File: src/rtl/hsk_pkg.sv
// Shared types for the bus-to-device handshake controller.
// Assumes: one controller state value per distinct output vector phase.
package hsk_pkg;

    typedef enum logic [3:0] {
        ST_IDLE,
        ST_RD_REQ,
        ST_RD_DATA,
        ST_RD_DONE,
        ST_RD_DROP,
        ST_WR_OPEN,
        ST_WR_REQ,
        ST_WR_CLOSE,
        ST_WR_DONE,
        ST_RELEASE
    } hsk_state_e;

    typedef struct packed {
        logic dev_stb;
        logic xcvr_en;
        logic bus_ack;
    } hsk_out_t;

    // Output vector owned by each state (Moore decode).
    function automatic hsk_out_t out_of(hsk_state_e s);
        hsk_out_t o;
        case (s)
            ST_RD_REQ:   o = '{dev_stb: 1'b1, xcvr_en: 1'b0, bus_ack: 1'b0};
            ST_RD_DATA:  o = '{dev_stb: 1'b1, xcvr_en: 1'b1, bus_ack: 1'b0};
            ST_RD_DONE:  o = '{dev_stb: 1'b1, xcvr_en: 1'b1, bus_ack: 1'b1};
            ST_RD_DROP:  o = '{dev_stb: 1'b1, xcvr_en: 1'b0, bus_ack: 1'b1};
            ST_WR_OPEN:  o = '{dev_stb: 1'b0, xcvr_en: 1'b1, bus_ack: 1'b0};
            ST_WR_REQ:   o = '{dev_stb: 1'b1, xcvr_en: 1'b1, bus_ack: 1'b0};
            ST_WR_CLOSE: o = '{dev_stb: 1'b1, xcvr_en: 1'b0, bus_ack: 1'b0};
            ST_WR_DONE:  o = '{dev_stb: 1'b1, xcvr_en: 1'b0, bus_ack: 1'b1};
            default:     o = '{dev_stb: 1'b0, xcvr_en: 1'b0, bus_ack: 1'b0};
        endcase
        return o;
    endfunction

endpackage

File: src/rtl/hsk_sync.sv
// Multi-stage synchronizer for a vector of independent asynchronous bits.
// Assumes: each bit is a level handshake signal, so per-bit skew of one
// cycle between bits is acceptable; STAGES is at least 2.
module hsk_sync #(
    parameter int WIDTH  = 3,
    parameter int STAGES = 2
) (
    input  logic             clk,
    input  logic             rst_n,
    input  logic [WIDTH-1:0] async_i,
    output logic [WIDTH-1:0] sync_o
);

    localparam int LAST = STAGES - 1;

    logic [STAGES-1:0][WIDTH-1:0] chain_q;

    // Shift each bit through the register chain; clear on reset.
    always_ff @(posedge clk) begin
        if (!rst_n) begin
            chain_q <= '0;
        end else begin
            chain_q[0] <= async_i;
            for (int i = 1; i < STAGES; i++) begin
                chain_q[i] <= chain_q[i-1];
            end
        end
    end

    assign sync_o = chain_q[LAST];

endmodule

File: src/rtl/hsk_fsm.sv
// Handshake sequencer: orders device strobe, transceiver enable and bus
// acknowledge for read and write transfers, and keeps a sticky error flag.
// Assumes: inputs are already synchronized; outputs are registered from
// the next-state decode so they move on the same edge as the state.
module hsk_fsm
    import hsk_pkg::*;
(
    input  logic clk,
    input  logic rst_n,
    input  logic rd_s,
    input  logic wr_s,
    input  logic ack_s,
    output logic dev_stb,
    output logic xcvr_en,
    output logic bus_ack,
    output logic proto_err
);

    hsk_state_e state_q, state_d;
    hsk_out_t   out_q;
    logic       err_q;
    logic       err_set;

    // Next-state selection for both transfer directions.
    always_comb begin
        state_d = state_q;
        err_set = 1'b0;
        unique case (state_q)
            ST_IDLE: begin
                if (rd_s && wr_s) begin
                    err_set = 1'b1;
                end else if (!ack_s) begin
                    if (rd_s) begin
                        state_d = ST_RD_REQ;
                    end else if (wr_s) begin
                        state_d = ST_WR_OPEN;
                    end
                end
            end
            ST_RD_REQ:   if (ack_s) state_d = ST_RD_DATA;
            ST_RD_DATA:  state_d = ST_RD_DONE;
            ST_RD_DONE:  if (!rd_s) state_d = ST_RD_DROP;
            ST_RD_DROP:  state_d = ST_RELEASE;
            ST_WR_OPEN:  state_d = ST_WR_REQ;
            ST_WR_REQ:   if (ack_s) state_d = ST_WR_CLOSE;
            ST_WR_CLOSE: state_d = ST_WR_DONE;
            ST_WR_DONE:  if (!wr_s) state_d = ST_RELEASE;
            ST_RELEASE:  if (!ack_s) state_d = ST_IDLE;
            default:     state_d = ST_IDLE;
        endcase
    end

    // State, registered outputs and sticky error flag.
    always_ff @(posedge clk) begin
        if (!rst_n) begin
            state_q <= ST_IDLE;
            out_q   <= '0;
            err_q   <= 1'b0;
        end else begin
            state_q <= state_d;
            out_q   <= out_of(state_d);
            if (err_set) begin
                err_q <= 1'b1;
            end
        end
    end

    assign dev_stb   = out_q.dev_stb;
    assign xcvr_en   = out_q.xcvr_en;
    assign bus_ack   = out_q.bus_ack;
    assign proto_err = err_q;

endmodule

File: src/rtl/hsk_bridge_ctrl.sv
// Top of the bus-to-device handshake controller: synchronizes the three
// asynchronous handshake inputs and feeds them to the sequencer.
// Assumes: the bus never intends both strobes at once, and the device
// keeps its acknowledge high until it sees the device strobe fall.
module hsk_bridge_ctrl #(
    parameter int SYNC_STAGES = 2
) (
    input  logic clk,
    input  logic rst_n,
    input  logic bus_rd_stb,
    input  logic bus_wr_stb,
    input  logic dev_ack,
    output logic dev_stb,
    output logic xcvr_en,
    output logic bus_ack,
    output logic proto_err
);

    localparam int N_IN   = 3;
    localparam int IX_RD  = 0;
    localparam int IX_WR  = 1;
    localparam int IX_ACK = 2;

    logic [N_IN-1:0] raw_in;
    logic [N_IN-1:0] sync_in;

    assign raw_in[IX_RD]  = bus_rd_stb;
    assign raw_in[IX_WR]  = bus_wr_stb;
    assign raw_in[IX_ACK] = dev_ack;

    hsk_sync #(
        .WIDTH (N_IN),
        .STAGES(SYNC_STAGES)
    ) u_sync (
        .clk    (clk),
        .rst_n  (rst_n),
        .async_i(raw_in),
        .sync_o (sync_in)
    );

    hsk_fsm u_fsm (
        .clk      (clk),
        .rst_n    (rst_n),
        .rd_s     (sync_in[IX_RD]),
        .wr_s     (sync_in[IX_WR]),
        .ack_s    (sync_in[IX_ACK]),
        .dev_stb  (dev_stb),
        .xcvr_en  (xcvr_en),
        .bus_ack  (bus_ack),
        .proto_err(proto_err)
    );

endmodule

File: config.mk
export PLATFORM = sky130hd
export DESIGN_NAME = hsk_bridge_ctrl
export DESIGN_NICKNAME = d
export VERILOG_FILES = /design/src/rtl/hsk_pkg.sv /design/src/rtl/hsk_sync.sv /design/src/rtl/hsk_fsm.sv /design/src/rtl/hsk_bridge_ctrl.sv
export SDC_FILE = /design/constraint.sdc
export NUM_CORES = 1
export LEC_CHECK = 0
export BUFFER_PORTS_ARGS = -buffer_cell sky130_fd_sc_hd__buf_2
export CORE_MARGIN = 10
export CORE_UTILIZATION = 45
export DETAILED_ROUTE_END_ITERATION = 12
export GPL_TIMING_DRIVEN = 0
export SYNTH_ARGS = -nofsm -noshare
export SYNTH_HDL_FRONTEND = slang
export SYNTH_SLANG_ARGS = --single-unit
File: constraint.sdc
create_clock -name clk -period 4.8 [get_ports clk]
set_input_delay 0.96 -clock clk [delete_from_list [all_inputs] [get_ports clk]]
set_output_delay 0.96 -clock clk [all_outputs]
set_load 0.01 [all_outputs]
Yosys cells after proc, flatten, opt, wreduce, memory -nomap -nowiden
Memories as Yosys holds them, arrays and structs flattened. A register that Yosys moved wholly into a read port is not among the register bits.
Cells that the tools add are included.
{ "word_totals": {"inputBits": 5, "memories": 1, "romBits": 48, "ff_bits": 11, "output_inout_bits": 4, "wordCells": 29} }
{ "classes": {"reduce_logical": 3, "mux": 12, "n_eq_ne": 9} }
{ "mem_list": {"columns": ["memory", "depth", "width", "rd", "rd_clocked_by_memory_dff", "wr", "line", "text"], "rows": [
  ["(name not given)", 16, 3, 1, 1, 0, "hsk_pkg.sv:27", "case (s)"]
]} }
{ "op_table": {"columns": ["op", "count"], "rows": [
  ["4-bit case mux with 10 select lines", 1],
  ["4-bit 2-to-1 mux", 9],
  ["4-bit by 3-bit == test with 1-bit output (second input constant)", 4],
  ["4-bit by 2-bit == test with 1-bit output (second input constant)", 2],
  ["4-bit == test (second input constant)", 2],
  ["4-bit by 1-bit == test with 1-bit output (second input constant)", 1],
  ["4-bit logical NOT", 1],
  ["1-bit 2-to-1 mux", 2],
  ["1-bit logical AND", 1],
  ["1-bit logical NOT", 1]
]} }

Depth between registers and ports, before layout
Gate-level depths: netlist of run 1.
{ "logic_depth": {"ltp_word": 5, "depth_mapped": 9, "depth_no_buf": 8} }

Cells and area by module
A second synthesis of run 1 with hierarchy kept.
{ "hier_totals": {"hier_cells": 79, "hier_area_um2": 797.0} }
{ "by_module_without_submodules": {"columns": ["mod", "instances", "cells_each", "seq_area_each_um2", "area_each_um2"], "rows": [
  ["hsk_fsm", 1, 64, 160.2, 616.8],
  ["hsk_sync", 1, 15, 120.1, 180.2]
]} }

Worst setup path before layout of run 1
OpenSTA, ideal clock, no wires.
{ "synth_path": {"kind": "reg-to-reg", "start": "register u_fsm.state_q[0]", "end": "register, netlist name u_fsm.dev_stb", "stages_incl_launch_ff": 10, "t_arrival_ns": 1.653, "period_less_slack_ns": 1.769, "setup_ns": 0.116, "path_slack_ns": 3.031, "n_path_buf": 1, "required_time_ns": 4.684, "path_cell_list": "dfxtp_1 -> buf_4 -> inv_1 -> or3_1 -> a21oi_1 -> inv_1 -> ha_1 -> inv_1 -> mux2i_1 -> a31o_1"} }
{ "synth_between": {"elab_cells_between_ends": 20, "classes_between": "9 x eq/ne; 10 x mux; 1 x reduce/logical"} }
{ "synth_rtl": {"columns": ["item", "line", "text"], "rows": [
  ["start: declaration", "hsk_fsm.sv:19", "hsk_state_e state_q, state_d;"],
  ["start signal: assignment", "hsk_fsm.sv:60", "state_q <= state_d;"],
  ["4-bit == test, or another cell as far along", "hsk_fsm.sv:28", "unique case (state_q)"],
  ["4-bit case mux with 10 select lines *", "hsk_fsm.sv:28", null],
  ["net u_fsm.state_d[1]", "hsk_fsm.sv:19", null]
]} }
Mark *: on every way through the listed nets, which the timed path passes. The rest lies on a longest branch.
A chain may end at the register's enable or synchronous reset.

Worst setup path after layout of run 1
{ "layout_path": {"start": "register u_fsm.state_q[0]", "end": "register, netlist name u_fsm.dev_stb"} }
{ "layout_between": {"elab_cells_between_ends": 20, "classes_between": "9 x eq/ne; 10 x mux; 1 x reduce/logical"} }
{ "layout_rtl": {"columns": ["item", "line"], "rows": [
  ["4-bit == test, or another cell as far along", "hsk_fsm.sv:28"],
  ["4-bit case mux with 10 select lines *", "hsk_fsm.sv:28"],
  ["net u_fsm.state_d[1]", "hsk_fsm.sv:19"]
]} }
Marked as above.

==> impl_metrics.py, run 1 <==
metrics = {
    "floorplan": {
        "start_util": 0.483,
        "die_width_um": 60.4,
        "die-area_mm2": 0.00365,
        "row_count": 14,
        "die_h_um": 60.4,
        "core_area_mm2": 0.00152,
        "ios": 9,
    },
    "timing": {
        "slew_headroom": 0.658,
        "setup_viol": 0,
        "hold_slack_ns": 0.438,
        "maxSlewViolCount": 0,
        "tns_ns": 0,
        "grt_setup_unrepaired": "false",
        "min_period_ns": 1.93,
        "fin_skew_ns": 0.00337,
        "fin_crit_sh": 0.403,
        "max_freq_mhz": 517,
        "hold_viol": 0,
        "tightest_slew_ns": 0.509,
    },
    "setup_path": {
        "end_kind": "flop",
        "crit_required_ns": 5.04,
        "crit_type": "reg -> reg",
        "critPathMaxStageDelay_ns": 0.36,
        "r2r-end": "u_fsm.dev_stb",
        "crit_top_cell": "inv_1",
        "cp_top_family": "simple AND/OR/NAND/NOR gates",
        "cp_max_fo": 9,
        "crit_slowest_cell": "or3_1",
        "r2r_cells": 8,
        "path_buf_inv": 3,
        "reg2reg_slack_ns": 2.87,
        "worstPathCellList": "buf_4 -> inv_1 -> or3_1 -> a21oi_1 -> inv_1 -> ha_1 -> nor4b_2 -> a31o_1",
        "arrival_ns": 2.17,
        "r2r-start": "u_fsm.state_q[0]",
        "cp-start-kind": "flop",
    },
    "logic_synthesis": {
        "ys_ff_latch": 14,
        "synth_nets": 87,
        "yosysTopAreaCell": "dfxtp_1",
        "ys_seq_area_frac": 0.381,
        "syn_avg_cell_area_um2": 9.43,
        "yosysUniqueCellTypes": 35,
        "synth_edf_count": 0,
        "synth_area_um2": 736,
        "ys_async_sr_fraction": 0,
        "yosys_warnings": 0,
        "netlist.area_leader.share": 0.381,
        "synth_area_leaders": "dfxtp_1, and2_1, ha_1",
        "synthCells": 78,
        "ys.flop_type": "dfxtp_1",
    },
    "cells_and_area": {
        "diodes": 0,
        "syn_to_final_growth_pct": 13.1,
        "layout-drive-gt1-share": 0.256,
        "nFillCells": 144,
        "num-nets-final": 100,
        "fin_cells": 106,
    },
    "drt": {
        "wl_per_cell_um": 12.0,
        "first_pass_iters": 2,
        "ant_nets": 0,
        "drc": 0,
        "drtIter0Drc": 4,
        "vias": 539,
        "routed_via_density": 5.08,
        "routed_wirelength_mm": 1.27,
    },
    "cts": {
        "cts_hold_buffers": 0,
        "cts_root_buf": "clkbuf_4",
        "htreeDepth": 1,
        "cts.sinks": 14,
        "clk_latency_ns": 0.28,
        "numCtsBuffers": 3,
        "cts.clk_slew.worst_paths_ns": 0.09,
        "clock_path_buffers": 2,
        "cts_resized": 0,
        "post-cts-setup-buffer-count": 0,
        "cts_tree": "built",
    },
    "power_and_ir_drop": {
        "vdd_drop_max_mv": 0.347,
        "leakagePower_nw": 0.366,
        "finalPower_mw": 0.450,
        "p_per_area_mw_per_mm2": 540,
    },
    "place": {
        "hpwlAfterDp_um": 951,
        "dpl.cell_count": 102,
        "place_congestion": 0.790,
        "portBuffers": 8,
    },
    "run_status": {
        "status": "finished clean",
    },
    "grt": {
        "grt_pass1_wl_mm": 2.21,
        "grt.overflow.total": 0,
        "grt_max_degree": 11,
        "grt_antenna_before_repair": 0,
        "grt_pass1_vias": 529,
        "track_usage": 0.0800,
    },
    "hold_path": {
        "min_to": "u_sync.sync_o[0]",
        "hold_class": "reg -> reg",
        "hp-start": "u_sync.chain_q[0]",
        "hold_depth": 1,
    },
    "flow_run": {
        "max_cap_violations": 0,
    },
}
-- routing by layer --
metal / global-route usage / vias up / share of wire
met5: 0 / - / 0
met4: 0.0658 / 0 / 0.029
met3: 0.0188 / 5 / 0.024
met2: 0.116 / 7 / 0.45
met1: 0.0976 / 240 / 0.49
li1: - / 287 / -
-- cell type report --
class / instances / area, um2 / area share
multi-input cells: 53 / 394 / 0.474
flip-flops and latches: 14 / 280 / 0.337
repair buffers: 8 / 40.0 / 0.0481
plain buffers: 5 / 38.8 / 0.0466
clock buffers: 4 / 36.3 / 0.0436
inverters: 6 / 22.5 / 0.0271
well taps: 16 / 20.0 / 0.0241
-- logic make-up after synthesis --
| group | share of synthesized area |
|---|---|
| AOI/OAI and AO/OA | 0.141 |
| xor gates and xnor gates | 0.0238 |
| adders and majority gates | 0.0680 |
| buffers and inverters | 0.0833 |
| DFF | 0.381 |
| muxes | 0.0408 |
| and+or+nand+nor | 0.262 |
-- per-stage QoR --
stage	setup slack, ns	util	area (um2)
finish	2.87	0.546	832
floorplan	3.03	-	736
detailed placement	2.86	0.522	796
global placement	2.89	0.522	796
CTS	2.84	0.546	832
global route	2.66	0.546	832
-- cells in the final DEF, fill, tap and decap left out, types with 2 or more instances in the layout --
cell type / instances
nor2b_1: 2
buf_2: 9
nor2_1: 4
and2b_2: 2
o21ai_0: 2
xnor2_1: 2
nor3b_1: 2
nand2_1: 2
ha_1: 4
mux2i_1: 3
dfxtp_1: 14
buf_6: 2
a21oi_1: 4
inv_1: 6
and2_1: 8
clkbuf_4: 3
-- registers in the layout, indices dropped and copies added, names as in the netlist --
register / cells
u_fsm.state_q: 4
u_sync.chain_q: 3
u_sync.sync_o: 3
u_fsm.bus_ack: 1
u_fsm.dev_stb: 1
u_fsm.proto_err: 1
u_fsm.xcvr_en: 1
-- cell usage after synthesis, types with 2 or more instances --
master and count:
dfxtp_1 14, and2_1 8, inv_1 6, a21oi_1 4, ha_1 4, nor2_1 4, mux2i_1 3, and2b_2 2
buf_6 2, nand2_1 2, nor2b_1 2, nor3b_1 2, o21ai_0 2, xnor2_1 2
-- power breakdown --
group / switching (mW) / internal, mW
registers: 0.00655 / 0.138
clock network: 0.0396 / 0.0462
logic: 0.117 / 0.102
-- how the worst max path moves through the flow --
| stage | from | endpoint | depth (start not counted) | slack, ns |
|---|---|---|---|---|
| 4_1_cts | u_fsm.state_q[0] | u_fsm.dev_stb | 8 | 2.84 |
| 3_5_place_dp | u_fsm.state_q[0] | u_fsm.dev_stb | 9 | 2.86 |
| 3_3_place_gp | u_fsm.state_q[0] | u_fsm.dev_stb | 9 | 2.89 |
| 5_1_grt | u_fsm.state_q[0] | u_fsm.dev_stb | 9 | 2.66 |
| 6_report | u_fsm.state_q[0] | u_fsm.dev_stb | 8 | 2.87 |
| 2_1_floorplan | u_fsm.state_q[0] | u_fsm.dev_stb | 9 | 3.03 |
No activity file was read; power rests on OpenSTA's default activity.
==> run 2, diff against run 1 <==
==> constraint.sdc (replaced) <==
create_clock -name clk -period 1.9 [get_ports clk]
set_input_delay 0.38 -clock clk [delete_from_list [all_inputs] [get_ports clk]]
set_output_delay 0.38 -clock clk [all_outputs]
set_load 0.01 [all_outputs]
==> impl_metrics.py, run 2 (synthesized netlist as in run 1, its figures left out) <==
metrics = {
    "run_status": {
        "status": "finished clean",
    },
    "setup_path": {
        "r2r-end": "u_fsm.dev_stb",
        "cp_max_fo": 10,
        "arrival_ns": 1.99,
        "crit_required_ns": 2.14,
        "r2r_cells": 9,
        "end_kind": "flop",
        "r2r-start": "u_fsm.state_q[2]",
        "crit_type": "reg -> reg",
        "cp-start-kind": "flop",
        "reg2reg_slack_ns": 0.14,
    },
    "drt": {
        "drc": 0,
        "vias": 531,
        "routed_via_density": 4.96,
        "drtIter0Drc": 2,
        "first_pass_iters": 2,
        "wl_per_cell_um": 11.9,
        "routed_wirelength_mm": 1.27,
        "ant_nets": 0,
    },
    "grt": {
        "grt.overflow.total": 0,
        "grt_max_degree": 11,
        "grt_antenna_before_repair": 0,
        "track_usage": 0.0800,
        "grt_pass1_vias": 528,
        "grt_pass1_wl_mm": 2.21,
    },
    "power_and_ir_drop": {
        "p_int_mw": 0.767,
        "p_per_area_mw_per_mm2": 1370,
        "finalPower_mw": 1.20,
        "power.share.combinational": 0.513,
        "sw_frac_of_total": 0.363,
        "clkPwrFrac": 0.181,
        "pwr-share-seq": 0.307,
        "vdd_drop_max_mv": 0.902,
        "leakagePower_nw": 0.379,
        "netSwitchingPower_mw": 0.437,
    },
    "cells_and_area": {
        "syn_to_final_growth_pct": 19.6,
        "ff_latch_area_um2": 283,
        "top_register": "u_fsm.state_q",
        "multiInputGateArea_um2": 428,
        "layout_common_cells": "dfxtp_1, buf_2, and2_1, nor2_1, ha_1",
        "design_area_um2": 880,
        "post-route-util": 0.577,
        "diodes": 0,
        "largest_reg_flops": 4,
        "final_common_cell": "dfxtp_1",
        "layout-drive-gt1-share": 0.363,
        "num-nets-final": 101,
        "nFillCells": 138,
    },
    "hold_path": {
        "hold_class": "in -> reg",
        "hp-start": "dev_ack",
        "hold_depth": 2,
        "min_to": "u_sync.chain_q[2]",
    },
    "timing": {
        "slew_headroom": 0.671,
        "fin_skew_ns": 0.00392,
        "setup_slack_ns": 0.145,
        "hold_slack_ns": 0.296,
        "maxSlewViolCount": 0,
        "min_period_ns": 1.76,
        "hold_viol": 0,
        "tightest_slew_ns": 0.490,
        "setup_viol": 0,
        "fin_crit_sh": 0.924,
        "grt_setup_unrepaired": "false",
        "max_freq_mhz": 570,
    },
    "floorplan": {
        "start_util": 0.483,
        "ios": 9,
        "die_width_um": 60.4,
        "row_count": 14,
        "die_h_um": 60.4,
        "die-area_mm2": 0.00365,
        "core_area_mm2": 0.00152,
    },
    "cts": {
        "cts.sinks": 14,
        "numCtsBuffers": 3,
        "clock_path_buffers": 2,
        "cts.clk_slew.worst_paths_ns": 0.09,
        "cts_root_buf": "clkbuf_4",
        "htreeDepth": 1,
        "clk_latency_ns": 0.29,
        "cts_tree": "built",
        "cts_hold_buffers": 0,
    },
    "place": {
        "place_congestion": 0.790,
        "hpwlAfterDp_um": 951,
        "postPlaceCellArea_um2": 796,
        "post-place-ws_ns": -0.0413,
        "portBuffers": 8,
    },
    "flow_run": {
        "max_cap_violations": 0,
    },
}
run 2: critical path, cell delays in order, from the launching register on:
cell	delay, ns
dfxtp_2	0.33
buf_6	0.12
inv_2	0.06
o211a_1	0.22
a21oi_2	0.12
o221a_4	0.24
inv_2	0.04
ha_1	0.20
nor4b_2	0.26
a31o_1	0.12
run 2: routing by layer:
layer / GRT usage / share of wire
met5: 0 / 0
met4: 0.0658 / 0.029
met3: 0.0188 / 0.024
met2: 0.116 / 0.45
met1: 0.0976 / 0.49
run 2: timing repair:
action                     4_1_cts  5_1_grt
gates resized for setup          1       11
setup endpoints to repair        2        2
pin swaps                        0        3
setup buffers                    0        1
run 2: power by group through the flow:
stage / clock network, mW / logic (mW) / registers [mW]
after floorplan: 0 / 0.433 / 0.386
after global placement: 0 / 0.550 / 0.372
after detailed placement: 0 / 0.563 / 0.374
after CTS: 0.223 / 0.568 / 0.367
after global routing: 0.231 / 0.697 / 0.374
final: 0.217 / 0.617 / 0.369
run 2: stage by stage:
step | std cells | TNS [ns]
5_1_grt | 107 | 0
6_report | 107 | 0
2_1_floorplan | 78 | 0
4_1_cts | 106 | 0
3_3_place_gp | 102 | -0.0129
3_5_place_dp | 102 | -0.0495
run 2: how the worst max path moves through the flow:
stage                     startpoint       endpoint  slack (ns)  depth (start not counted)
floorplan           u_fsm.state_q[0]  u_fsm.dev_stb        0.13                          9
global placement    u_fsm.state_q[0]  u_fsm.dev_stb       -0.01                          9
detailed placement  u_fsm.state_q[0]  u_fsm.dev_stb       -0.04                          9
CTS                 u_fsm.state_q[0]  u_fsm.dev_stb        0.03                          8
global route        u_sync.sync_o[1]  u_fsm.dev_stb        0.02                          8
finish              u_fsm.state_q[2]  u_fsm.dev_stb        0.14                          9
run 2: area by class of cell:
class | count | area share
multi-input combinational | 53 | 0.486
sequential | 14 | 0.321
timing repair buffer | 9 | 0.0541
buffer | 5 | 0.0484
clock buffer | 4 | 0.0413
inverter | 6 | 0.0256
tap | 16 | 0.0228
==> run 3, diff against run 2 <==
--- a/config.mk
+++ b/config.mk
@@ -6,7 +6,7 @@
 export NUM_CORES = 1
 export LEC_CHECK = 0
 export BUFFER_PORTS_ARGS = -buffer_cell sky130_fd_sc_hd__buf_2
-export CORE_MARGIN = 10
+export CORE_MARGIN = 4
 export CORE_UTILIZATION = 45
 export DETAILED_ROUTE_END_ITERATION = 12
 export GPL_TIMING_DRIVEN = 0
==> impl_metrics.py, run 3 (synthesized netlist as in run 1, its figures left out) <==
metrics = {
    "run_status": {
        "status": "finished clean",
    },
    "floorplan": {
        "die_h_um": 48.4,
        "die_width_um": 48.4,
        "ios": 9,
        "die-area_mm2": 0.00235,
        "start_util": 0.483,
        "core_area_mm2": 0.00152,
        "row_count": 14,
    },
    "grt": {
        "grt.overflow.total": 0,
        "grt_pass1_vias": 449,
        "track_usage": 0.104,
        "grt_antenna_before_repair": 0,
        "grt_pass1_wl_mm": 2.03,
        "grt_max_degree": 11,
    },
    "timing": {
        "setup_viol": 0,
        "max_freq_mhz": 554,
        "fin_crit_sh": 0.950,
        "min_period_ns": 1.80,
        "tightest_slew_ns": 0.563,
        "slew_headroom": 0.622,
        "hold_slack_ns": 0.302,
        "fin_skew_ns": 0.00481,
        "maxSlewViolCount": 0,
        "hold_viol": 0,
    },
    "cells_and_area": {
        "final_common_cell": "dfxtp_1",
        "layout-drive-gt1-share": 0.337,
        "top_register": "u_fsm.state_q",
        "num-nets-final": 102,
        "multiInputGateArea_um2": 415,
        "fin_cells": 108,
        "syn_to_final_growth_pct": 18.2,
        "nFillCells": 142,
        "diodes": 0,
        "ff_latch_area_um2": 282,
        "layout_common_cells": "dfxtp_1, buf_2, and2_1",
        "design_area_um2": 870,
        "largest_reg_flops": 4,
    },
    "setup_path": {
        "arrival_ns": 1.99,
        "cp-startpoint": "u_fsm.state_q[0]",
        "r2r_cells": 9,
        "cp_max_fo": 9,
        "crit_required_ns": 2.08,
        "cp-start-kind": "flop",
        "endpoint": "u_fsm.dev_stb",
        "r2r-end": "u_fsm.dev_stb",
        "end_kind": "flop",
        "crit_type": "reg -> reg",
        "reg2reg_slack_ns": 0.1,
        "r2r-start": "u_fsm.state_q[0]",
    },
    "drt": {
        "drtIter0Drc": 11,
        "vias": 546,
        "routed_wirelength_mm": 1.30,
        "routed_via_density": 5.06,
        "ant_nets": 0,
        "drc": 0,
        "wl_per_cell_um": 12.1,
        "first_pass_iters": 5,
    },
    "cts": {
        "cts_hold_buffers": 0,
        "cts.sinks": 14,
        "cts.clk_slew.worst_paths_ns": 0.09,
        "htreeDepth": 1,
        "clock_path_buffers": 2,
        "cts_tree": "built",
        "clk_latency_ns": 0.28,
        "cts_root_buf": "clkbuf_4",
        "numCtsBuffers": 3,
    },
    "hold_path": {
        "hold_class": "in -> reg",
        "hp-start": "dev_ack",
    },
    "power_and_ir_drop": {
        "p_per_area_mw_per_mm2": 1370,
        "finalPower_mw": 1.19,
        "leakagePower_nw": 0.379,
        "vdd_drop_max_mv": 0.741,
    },
    "place": {
        "postPlaceCellArea_um2": 796,
        "portBuffers": 8,
        "hpwlAfterDp_um": 884,
        "dpl.cell_count": 102,
        "place_congestion": 0.777,
    },
    "flow_run": {
        "max_cap_violations": 0,
    },
}
## run 3: changes by cell type in the layout (fill, tap and decap cells not counted), sizes merged
cell / before / now
buf: 13 / 14
## run 3: worst min-delay path by stage
stage / endpoint / slack [ns] / depth (start not counted)
3_5_place_dp: u_sync.sync_o[1] / 0.42 / 1
5_1_grt: u_sync.chain_q[1] / 0.29 / 2
3_3_place_gp: u_sync.sync_o[0] / 0.42 / 1
2_1_floorplan: u_sync.sync_o[0] / 0.41 / 1
6_report: u_sync.chain_q[2] / 0.30 / 2
4_1_cts: u_sync.chain_q[1] / 0.30 / 2
## run 3: stage by stage
stage / TNS, ns / setup slack [ns] / util
floorplan: 0 / 0.131 / -
global placement: -0.0137 / -0.0137 / 0.522
detailed placement: -0.0336 / -0.0306 / 0.522
CTS: 0 / 0.0292 / 0.548
global route: -0.0145 / -0.0145 / 0.571
finish: 0 / 0.0951 / 0.571
## run 3: layer usage
layer | wire length (um) | track usage | share of wire
met1 | 678 | 0.153 | 0.52
met2 | 576 | 0.148 | 0.44
met3 | 35 | 0.0184 | 0.027
met5 | 0 | 0 | 0
met4 | 14 | 0.0415 | 0.011
## run 3: what timing repair did
| item | CTS | global route |
|---|---|---|
| pin swaps | 0 | 3 |
| endpoints found under the setup margin | 2 | 2 |
| buffers inserted | 0 | 2 |
| resized for setup | 1 | 7 |
| cloned | 0 | 0 |
## run 3: critical path, cell delays in order (launching register included)
cell     delay, ns
dfxtp_1       0.32
buf_4         0.15
inv_1         0.07
or3_4         0.40
a21oi_4       0.14
inv_1         0.09
ha_1          0.19
inv_1         0.06
mux2i_1       0.07
a31o_1        0.23
## run 3: power breakdown
part           internal [mW]  switching [mW]
Sequential             0.351          0.0165
Clock                  0.117           0.102
Combinational          0.284           0.324
Total                  0.751           0.442
## run 3: layout make-up
class | count | share of cell area
buffer | 5 | 0.0446
sequential | 14 | 0.324
tap | 16 | 0.0230
clock buffer | 4 | 0.0417
timing repair buffer | 10 | 0.0633
multi-input combinational | 53 | 0.478
inverter | 6 | 0.0259
